[src/rtl/mdiv_pkg.sv]
// Package mdiv_pkg
// Shared types for the iterative divider: the sequencer state encoding.
// Assumes nothing beyond being compiled before the other divider files.
package mdiv_pkg;

    typedef enum logic [1:0] {
        ST_IDLE  = 2'd0,
        ST_SETUP = 2'd1,
        ST_ITER  = 2'd2,
        ST_FIX   = 2'd3
    } mdiv_state_t;

endpackage

[src/rtl/mdiv_step.sv]
// Module mdiv_step
// One restoring shift-subtract step, purely combinational.
// It shifts the top bit of the working dividend into the partial remainder.
// It subtracts the divisor when it fits and shifts the result bit into the
// low end of the working word.
// Assumes rem_i < den_i on entry (true from a cleared remainder), so the new
// remainder also fits in DW bits.
module mdiv_step #(
    parameter int NW = 48,
    parameter int DW = 16
) (
    input  logic [DW-1:0] rem_i,
    input  logic [NW-1:0] work_i,
    input  logic [DW-1:0] den_i,
    output logic [DW-1:0] rem_o,
    output logic [NW-1:0] work_o
);
    logic [DW:0] shifted;
    logic [DW:0] trial;
    logic        fits;

    // Purpose: form the shifted remainder, the trial difference and the quotient bit.
    always_comb begin
        shifted = {rem_i, work_i[NW-1]};
        fits    = (shifted >= {1'b0, den_i});
        trial   = shifted - {1'b0, den_i};
        rem_o   = DW'(fits ? trial : shifted);
        work_o  = {work_i[NW-2:0], fits};
    end

endmodule

[src/rtl/mdiv_ctrl.sv]
// Module mdiv_ctrl
// Sequencer for the divider: idle -> setup -> NW iteration cycles -> sign fix.
// It accepts start only while idle. A zero divisor is finished straight from
// idle. done is registered and lasts one cycle per operation.
// Assumes den_zero describes the divisor presented with start.
module mdiv_ctrl
    import mdiv_pkg::*;
#(
    parameter int NW = 48
) (
    input  logic clk,
    input  logic rst_n,
    input  logic start,
    input  logic den_zero,
    output logic cap_o,
    output logic setup_o,
    output logic step_o,
    output logic fix_o,
    output logic zload_o,
    output logic busy_o,
    output logic done_o
);
    localparam int CNT_W = $clog2(NW + 1);
    localparam logic [CNT_W-1:0] LAST = CNT_W'(NW - 1);

    mdiv_state_t      state;
    logic [CNT_W-1:0] iter_cnt;
    logic             done_r;

    // Purpose: decode per-cycle datapath strobes from the current state.
    always_comb begin
        cap_o   = (state == ST_IDLE) && start && !den_zero;
        zload_o = (state == ST_IDLE) && start &&  den_zero;
        setup_o = (state == ST_SETUP);
        step_o  = (state == ST_ITER);
        fix_o   = (state == ST_FIX);
    end

    // Purpose: advance the sequencer and count iteration cycles.
    always_ff @(posedge clk) begin
        if (!rst_n) begin
            state    <= ST_IDLE;
            iter_cnt <= '0;
        end else begin
            case (state)
                ST_IDLE: begin
                    if (cap_o) state <= ST_SETUP;
                end
                ST_SETUP: begin
                    iter_cnt <= '0;
                    state    <= ST_ITER;
                end
                ST_ITER: begin
                    iter_cnt <= iter_cnt + 1'b1;
                    if (iter_cnt == LAST) state <= ST_FIX;
                end
                ST_FIX: begin
                    state <= ST_IDLE;
                end
                default: state <= ST_IDLE;
            endcase
        end
    end

    // Purpose: register the completion pulse for both the iterative and zero paths.
    always_ff @(posedge clk) begin
        if (!rst_n) done_r <= 1'b0;
        else        done_r <= fix_o || zload_o;
    end

    assign busy_o = (state != ST_IDLE);
    assign done_o = done_r;

endmodule

[src/rtl/mdiv_datapath.sv]
// Module mdiv_datapath
// Operand capture, magnitude, iteration and sign fix for the divider.
// It holds the raw operands from the accepted start. Setup converts the
// dividend to a magnitude, and each step strobe runs one mdiv_step. Fix
// applies the saved sign to the result. The result register also takes -1
// for a zero divisor.
// Assumes the strobes are mutually exclusive (guaranteed by mdiv_ctrl).
module mdiv_datapath #(
    parameter int NW = 48,
    parameter int DW = 16
) (
    input  logic          clk,
    input  logic          rst_n,
    input  logic          cap_i,
    input  logic          setup_i,
    input  logic          step_i,
    input  logic          fix_i,
    input  logic          zload_i,
    input  logic [NW-1:0] dividend_i,
    input  logic [DW-1:0] divisor_i,
    output logic [NW-1:0] quotient_o
);
    logic [NW-1:0] num_raw;
    logic [DW-1:0] den_reg;
    logic          neg_reg;
    logic [DW-1:0] rem_reg;
    logic [NW-1:0] work_reg;
    logic [DW-1:0] rem_nxt;
    logic [NW-1:0] work_nxt;
    logic [NW-1:0] q_reg;

    mdiv_step #(.NW(NW), .DW(DW)) u_step (
        .rem_i  (rem_reg),
        .work_i (work_reg),
        .den_i  (den_reg),
        .rem_o  (rem_nxt),
        .work_o (work_nxt)
    );

    // Purpose: capture the operands at an accepted start.
    always_ff @(posedge clk) begin
        if (!rst_n) begin
            num_raw <= '0;
            den_reg <= '0;
        end else if (cap_i) begin
            num_raw <= dividend_i;
            den_reg <= divisor_i;
        end
    end

    // Purpose: form the magnitude in setup, then iterate one bit per step.
    always_ff @(posedge clk) begin
        if (!rst_n) begin
            neg_reg  <= 1'b0;
            rem_reg  <= '0;
            work_reg <= '0;
        end else if (setup_i) begin
            neg_reg  <= num_raw[NW-1];
            rem_reg  <= '0;
            work_reg <= num_raw[NW-1] ? (~num_raw + 1'b1) : num_raw;
        end else if (step_i) begin
            rem_reg  <= rem_nxt;
            work_reg <= work_nxt;
        end
    end

    // Purpose: load the signed result, or all ones for a zero divisor.
    always_ff @(posedge clk) begin
        if (!rst_n)       q_reg <= '0;
        else if (zload_i) q_reg <= '1;
        else if (fix_i)   q_reg <= neg_reg ? (~work_reg + 1'b1) : work_reg;
    end

    assign quotient_o = q_reg;

endmodule

[src/rtl/mdiv_core.sv]
// Module mdiv_core
// Top of the signed 48-bit by unsigned 16-bit iterative divider.
// A non-zero divide takes a setup cycle, NW iteration cycles and a sign-fix
// cycle. A zero divisor returns -1 one cycle after start.
// Assumes start is ignored by design while busy and the caller waits for done.
module mdiv_core #(
    parameter int NW = 48,
    parameter int DW = 16
) (
    input  logic          clk,
    input  logic          rst_n,
    input  logic          start,
    input  logic [NW-1:0] dividend,
    input  logic [DW-1:0] divisor,
    output logic          busy,
    output logic          done,
    output logic [NW-1:0] quotient
);
    logic cap_s, setup_s, step_s, fix_s, zload_s;
    logic den_zero;

    // Purpose: flag a zero divisor for the bypass path.
    always_comb den_zero = (divisor == '0);

    mdiv_ctrl #(.NW(NW)) u_ctrl (
        .clk      (clk),
        .rst_n    (rst_n),
        .start    (start),
        .den_zero (den_zero),
        .cap_o    (cap_s),
        .setup_o  (setup_s),
        .step_o   (step_s),
        .fix_o    (fix_s),
        .zload_o  (zload_s),
        .busy_o   (busy),
        .done_o   (done)
    );

    mdiv_datapath #(.NW(NW), .DW(DW)) u_dp (
        .clk        (clk),
        .rst_n      (rst_n),
        .cap_i      (cap_s),
        .setup_i    (setup_s),
        .step_i     (step_s),
        .fix_i      (fix_s),
        .zload_i    (zload_s),
        .dividend_i (dividend),
        .divisor_i  (divisor),
        .quotient_o (quotient)
    );

endmodule

[config.mk]
export PLATFORM = sky130hd
export DESIGN_NAME = mdiv_core
export DESIGN_NICKNAME = d
export VERILOG_FILES = /design/src/rtl/mdiv_pkg.sv /design/src/rtl/mdiv_step.sv /design/src/rtl/mdiv_ctrl.sv /design/src/rtl/mdiv_datapath.sv /design/src/rtl/mdiv_core.sv
export SDC_FILE = /design/constraint.sdc
export NUM_CORES = 1
export LEC_CHECK = 0
export BUFFER_PORTS_ARGS = -buffer_cell sky130_fd_sc_hd__clkbuf_2
export CAP_MARGIN = 5
export CORE_MARGIN = 2
export CORE_UTILIZATION = 30
export CTS_CLUSTER_SIZE = 12
export DETAILED_ROUTE_END_ITERATION = 7
export PLACE_DENSITY = 0.55
export SYNTH_ARGS = -nofsm -noshare
export SYNTH_HDL_FRONTEND = slang
export SYNTH_HIERARCHICAL = 1
export SYNTH_SLANG_ARGS = --single-unit
[constraint.sdc]
create_clock -name clk -period 6.35 [get_ports clk]
set_clock_uncertainty 0.05 [all_clocks]
set_input_delay 1.27 -clock clk [delete_from_list [all_inputs] [get_ports clk]]
set_output_delay 1.27 -clock clk [all_outputs]
set_load 0.01 [all_outputs]
# Word-level counts from Yosys, hierarchy flattened
# Cells that the tools add are included.
[op_classes]
n_addsub = 4
n_lt_le_gt_ge = 1
n_eq_ne = 6
mux = 11
bitwise_logic = 3
reduce_logical = 12
[ops]
columns = ["op", "n"]
rows = [
  ["$mux 48", 6],
  ["$add 48x1->48 const B", 2],
  ["$not 48->48", 2],
  ["$ge 17x16->1", 1],
  ["$logic_not 16->1", 1],
  ["$mux 16", 1],
  ["$sub 16x16->16", 1],
  ["$pmux 6 s2", 1],
  ["$pmux 2 s4", 1],
  ["$add 6x1->6 const B", 1],
  ["$eq 6x6->1 const B", 1],
  ["$reduce_bool 2->1", 3],
  ["$eq 2x2->1 const B", 2],
  ["$mux 2", 2],
  ["$logic_and 1x1->1", 3],
  ["$eq 2x1->1 const B", 1],
  ["$logic_not 2->1", 1],
  ["$ne 2x1->1 const B", 1],
  ["$ne 2x2->1 const B", 1],
  ["$reduce_and 2->1", 1],
  ["$reduce_or 2->1", 1],
  ["$logic_not 1->1", 1],
  ["$logic_or 1x1->1", 1],
  ["$not 1->1", 1],
]
[word_totals]
regBits = 186
input_bits = 67
output_inout_bits = 50

# Logic depth before layout (Yosys ltp)
[logic_depth]
depth_word = 5
ltp_mapped = 14
depth_no_buf = 11

# By module
# Netlist, hierarchy kept.
[modules_own_cells]
columns = ["mod", "n_inst", "cells_per_inst", "area_each_um2"]
rows = [
  ["mdiv_datapath", 1, 929, 8398.1],
  ["mdiv_step", 1, 204, 1525.2],
  ["mdiv_ctrl", 1, 54, 496.7],
  ["mdiv_core", 1, 5, 33.8],
]

# Least setup slack after synthesis
# Ideal clock, no wire load.
[synth_timing]
kind = "register to register"
start = "reg u_dp.num_raw[19]"
end = "reg u_dp.work_reg[47]"
arrival_ns = 2.770
t_required_ns = 6.240
path_slack_ns = 3.470
path_stages_with_launch = 8
path_buffers = 1
synth_period_minus_slack_ns = 2.880
path_cell_list = "dfxtp_1 -> or4_4 -> or4_4 -> buf_6 -> or4_4 -> or3_4 -> o31ai_2 -> o311a_1"
[synth_between]
elab_chain_len = 4
[synth_rtl]
columns = ["item", "line", "text"]
rows = [
  ["start, declared", "mdiv_datapath.sv:23", "logic [NW-1:0] num_raw;"],
  ["start signal, assigned", "mdiv_datapath.sv:46", "num_raw <= dividend_i;"],
  ["$not 48->48", "mdiv_datapath.sv:60", "work_reg <= num_raw[NW-1] ? (~num_raw + 1'b1) : num_raw;"],
  ["$add 48x1->48", "mdiv_datapath.sv:60", ""],
  ["$mux 48", "mdiv_datapath.sv:60", ""],
  ["$mux 48", "mdiv_datapath.sv:57", "end else if (setup_i) begin"],
  ["end signal, assigned", "mdiv_datapath.sv:60", ""],
  ["end signal, assigned", "mdiv_datapath.sv:63", "work_reg <= work_nxt;"],
  ["end, declared", "mdiv_datapath.sv:27", "logic [NW-1:0] work_reg;"],
]
# Every way passes these cells.
# A chain may end at the register's enable or synchronous reset.

# Worst setup path after layout
[layout_timing]
start = "in divisor[12]"
end = "reg u_dp.q_reg[38], in the netlist u_dp/quotient_o[38]"
[layout_between]
elab_chain_len = 3
word_cells_on_any_way = 4
[layout_rtl]
columns = ["item", "line", "text"]
rows = [
  ["start, declared", "mdiv_core.sv:14", "input logic [DW-1:0] divisor,"],
  ["$logic_not 16->1 *", "mdiv_core.sv:23", "always_comb den_zero = (divisor == '0);"],
  ["net den_zero", "mdiv_core.sv:20", "logic den_zero;"],
  ["$logic_and 1x1->1 *", "mdiv_ctrl.sv:33", "zload_o = (state == ST_IDLE) && start && den_zero;"],
  ["net zload_s", "mdiv_core.sv:19", "logic cap_s, setup_s, step_s, fix_s, zload_s;"],
  ["$mux 48 / $reduce_bool 2->1 (equally long branches)", "-", ""],
  ["end signal, assigned", "mdiv_datapath.sv:71", "else if (fix_i) q_reg <= neg_reg ? (~work_reg + 1'b1) : work_reg;"],
  ["end, declared", "mdiv_datapath.sv:30", "logic [NW-1:0] q_reg;"],
]
# Mark *: on every way through the listed nets, which the timed path passes. The rest lies on a longest branch.

==> out/qor.csv <==
stage;metric;value;unit
drt;routed vias/inst;5.00;
die;Die X-Extent;191;microns
global_route;vias in the first global route;7745;
clocking;Root Driver;clkbuf_16;
clocking;deepest clock path buffer count;2;
worst_setup_path;CP Data Required Time;6.67;ns
logic_synthesis;mean area per synthesized cell;8.77;sq um
logic_synthesis;Most used DFF post-synth;dfxtp_1;
worst_hold_path;Hold Crit Depth;2;
logic_synthesis;post-synthesis cell type count;67;
drt;post-DR wirelength/cell;16.2;microns
logic_synthesis;area leader, netlist;dfxtp_1;
worst_hold_path;hold crit path type;flip-flop to flip-flop;
place;routability cong.;0.846;
global_route;initial antenna violation count;0;
worst_setup_path;cell breakdown of the critical path;clkbuf_2 > nor4_1 > and4_1 > and3_1 > or2_2 > o21ai_0 > a21oi_1;
global_route;GRT overflow;0;
sta;Fmax;291;MHz
worst_setup_path;Critical Path AT;3.76;ns
worst_setup_path;Reg2Reg Depth;11;
global_route;largest net degree at the start of global routing;75;
sta;hold slack;0.450;ns
cells_and_area;Nets;1308;
die;Starting Density;30.3;%
worst_setup_path;CP endpoint kind;flip-flop;
place;Buffers on Ports;116;
logic_synthesis;Mapped Cells;1192;
place;pre-CTS setup slack;2.49;ns
worst_setup_path;CP startpoint kind;input pin;
run_status;status;finished, final reports clean;
clocking;# Post-CTS Setup Buffers;0;
clocking;# H-tree levels;4;
sta;setup TNS;0;ns
drt;Residual DRC;0;
worst_setup_path;slowest CP cell;or2_2;
power;pwr/cell area;426;nW/um^2
power;Worst VDD drop;0.000190;V
run;max cap viols;0;
cells_and_area;synthesis-to-finish area growth;11.2;%
sta;Slew @ Worst Pin;1.07;ns
sta;Hold Violations, Final;0;
sta;Max Slew Vio Count;0;
worst_setup_path;reg-to-reg setup timing slack;3.34;ns
cells_and_area;share of cells above drive strength 1;16.7;%
logic_synthesis;sequential area share after synthesis;35.6;%
power;P_leak;0.00467;uW
clocking;Clock Sinks;186;
sta;worst rel slew slack;28.6;%
worst_setup_path;critical-path maximum fanout;38;
global_route;GRT Overall Usage;14.9;%
worst_setup_path;Critical R2R Launch;u_dp/den_reg[3];
drt;Routed WL;27.3;mm
drt;drt initial violations;594;
logic_synthesis;top cell type's share of synthesized area;35.6;%
sta;Setup Viol. Count Final;0;
clocking;Clk Latency, worst-skew pair;0.44;ns
sta;worst setup margin;2.91;ns
place;Final HPWL DP;19.7;mm
drt;Detailed Routing Iterations Pass 1;5;
clocking;CTS buffer count;17;
logic_synthesis;most common cell in the netlist;dfxtp_1;
drt;Post-DRT Antenna Nets;0;
die;core area;34500;sq um
cells_and_area;# diodes;0;
worst_setup_path;Setup CP Type;input pin to flip-flop;
die;Vert. Die Dim;191;microns
logic_synthesis;Warnings, synthesis;6;
clocking;Hold Buf Count CTS;0;
cells_and_area;Core Util, Final;33.7;%
sta;crit path time final;3.44;ns
die;Boundary Pins;117;
global_route;first-pass GRT wire length;43.0;mm
die;std cell rows;68;
logic_synthesis;Commonest cells post-synth;dfxtp_1 (186), nor2_1 (115), mux2i_1 (114);
die;DIE AREA;36400;sq um
logic_synthesis;Syn Std Cell Area;10500;sq um
sta;fin crit share;54.2;%
logic_synthesis;top cells by area, synth;dfxtp_1 (36%), mux2i_1 (11%), xor2_1 (7.4%), o21ai_0 (4.4%), nor2_1 (4.1%);
logic_synthesis;EDFF count, synth;0;
clocking;clk slew on worst S/H paths;0.07;ns
logic_synthesis;Synthesized Nets;1284;
clocking;CTS tree;yes;
worst_setup_path;Critical path origin;divisor[12];
drt;vias after detailed routing;8421;
worst_setup_path;Reg2Reg Capture Point;u_dp/rem_reg[2];
clocking;Resized cells post-CTS;0;
sta;unrepaired setup endpoints after global routing;no;
logic_synthesis;Post-synth ARST share;0;%
worst_hold_path;HP Start;u_ctrl/iter_cnt[5];
worst_hold_path;Hold Path End;u_ctrl/iter_cnt[5];
logic_synthesis;#FFs+latches synth;186;
worst_setup_path;largest stage delay on the critical path;0.58;ns
[worst max path at each step]
stage	end	slack, ns	depth (start not counted)
2_1_floorplan	u_dp/work_reg[47]	3.47	7
3_3_place_gp	u_dp/quotient_o[25]	2.54	7
3_5_place_dp	u_dp/quotient_o[17]	2.49	7
4_1_cts	u_dp/quotient_o[38]	2.95	7
5_1_grt	u_dp/quotient_o[36]	2.65	7
6_report	u_dp/quotient_o[38]	2.91	7
[metrics by stage]
| stage | total power [uW] | std cells | cell area (sq um) |
|---|---|---|---|
| global route | 5300 | 1684 | 11600 |
| global placement | 3850 | 1652 | 11000 |
| detailed placement | 3870 | 1652 | 11000 |
| CTS | 4990 | 1684 | 11600 |
| floorplan | 3490 | 1192 | 10500 |
| finish | 4950 | 1684 | 11600 |
[layout make-up]
cell class,instances,area [sq um]
clock buffer,18,439
clock inverter,14,154
fill,3602,22800
inverter,38,146
multi-input combinational,848,5940
sequential,186,3720
tap,455,569
timing repair buffer,125,648
[where the power goes]
group / switching, uW / total [uW] / internal [uW] / leakage, uW
sequential: 255 / 1640 / 1380 / 0.00152
clock: 512 / 1080 / 570 / 0.000291
combinational: 1290 / 2240 / 950 / 0.00286
[critical path, delay by kind of cell]
kind	cells	cell delay, ns
compound gates	2	0.32
buf+inv	1	0.09
simple gates	4	2.07
[cells by family after synthesis]
logic type	synth area share (%)
compound gates	18.3
fa+ha+maj	3.06
flops	35.6
mux	13.7
buf+inv	7.76
simple gates	13.3
xor+xnor	8.21
[routing by layer]
layer  vias to the layer above  global-route usage (%)  routed length [microns]
li1                       4283                       -                        -
met1                      3942                    23.4                    15400
met2                       181                    20.0                    10400
met3                        15                    2.91                     1200
met4                         0                    4.05                      253
met5                         -                       0                        0
[cell usage in the layout, fill, tap and decap left out, drive strengths merged, types with 34 or more instances in the layout]
cell type / n
dfxtp: 186
clkbuf: 134
nor2: 115
mux2i: 114
o21ai: 93
xor2: 88
a21oi: 76
nand2: 54
inv: 45
o31ai: 34
Note: power is estimated with default switching activity, not from simulation.
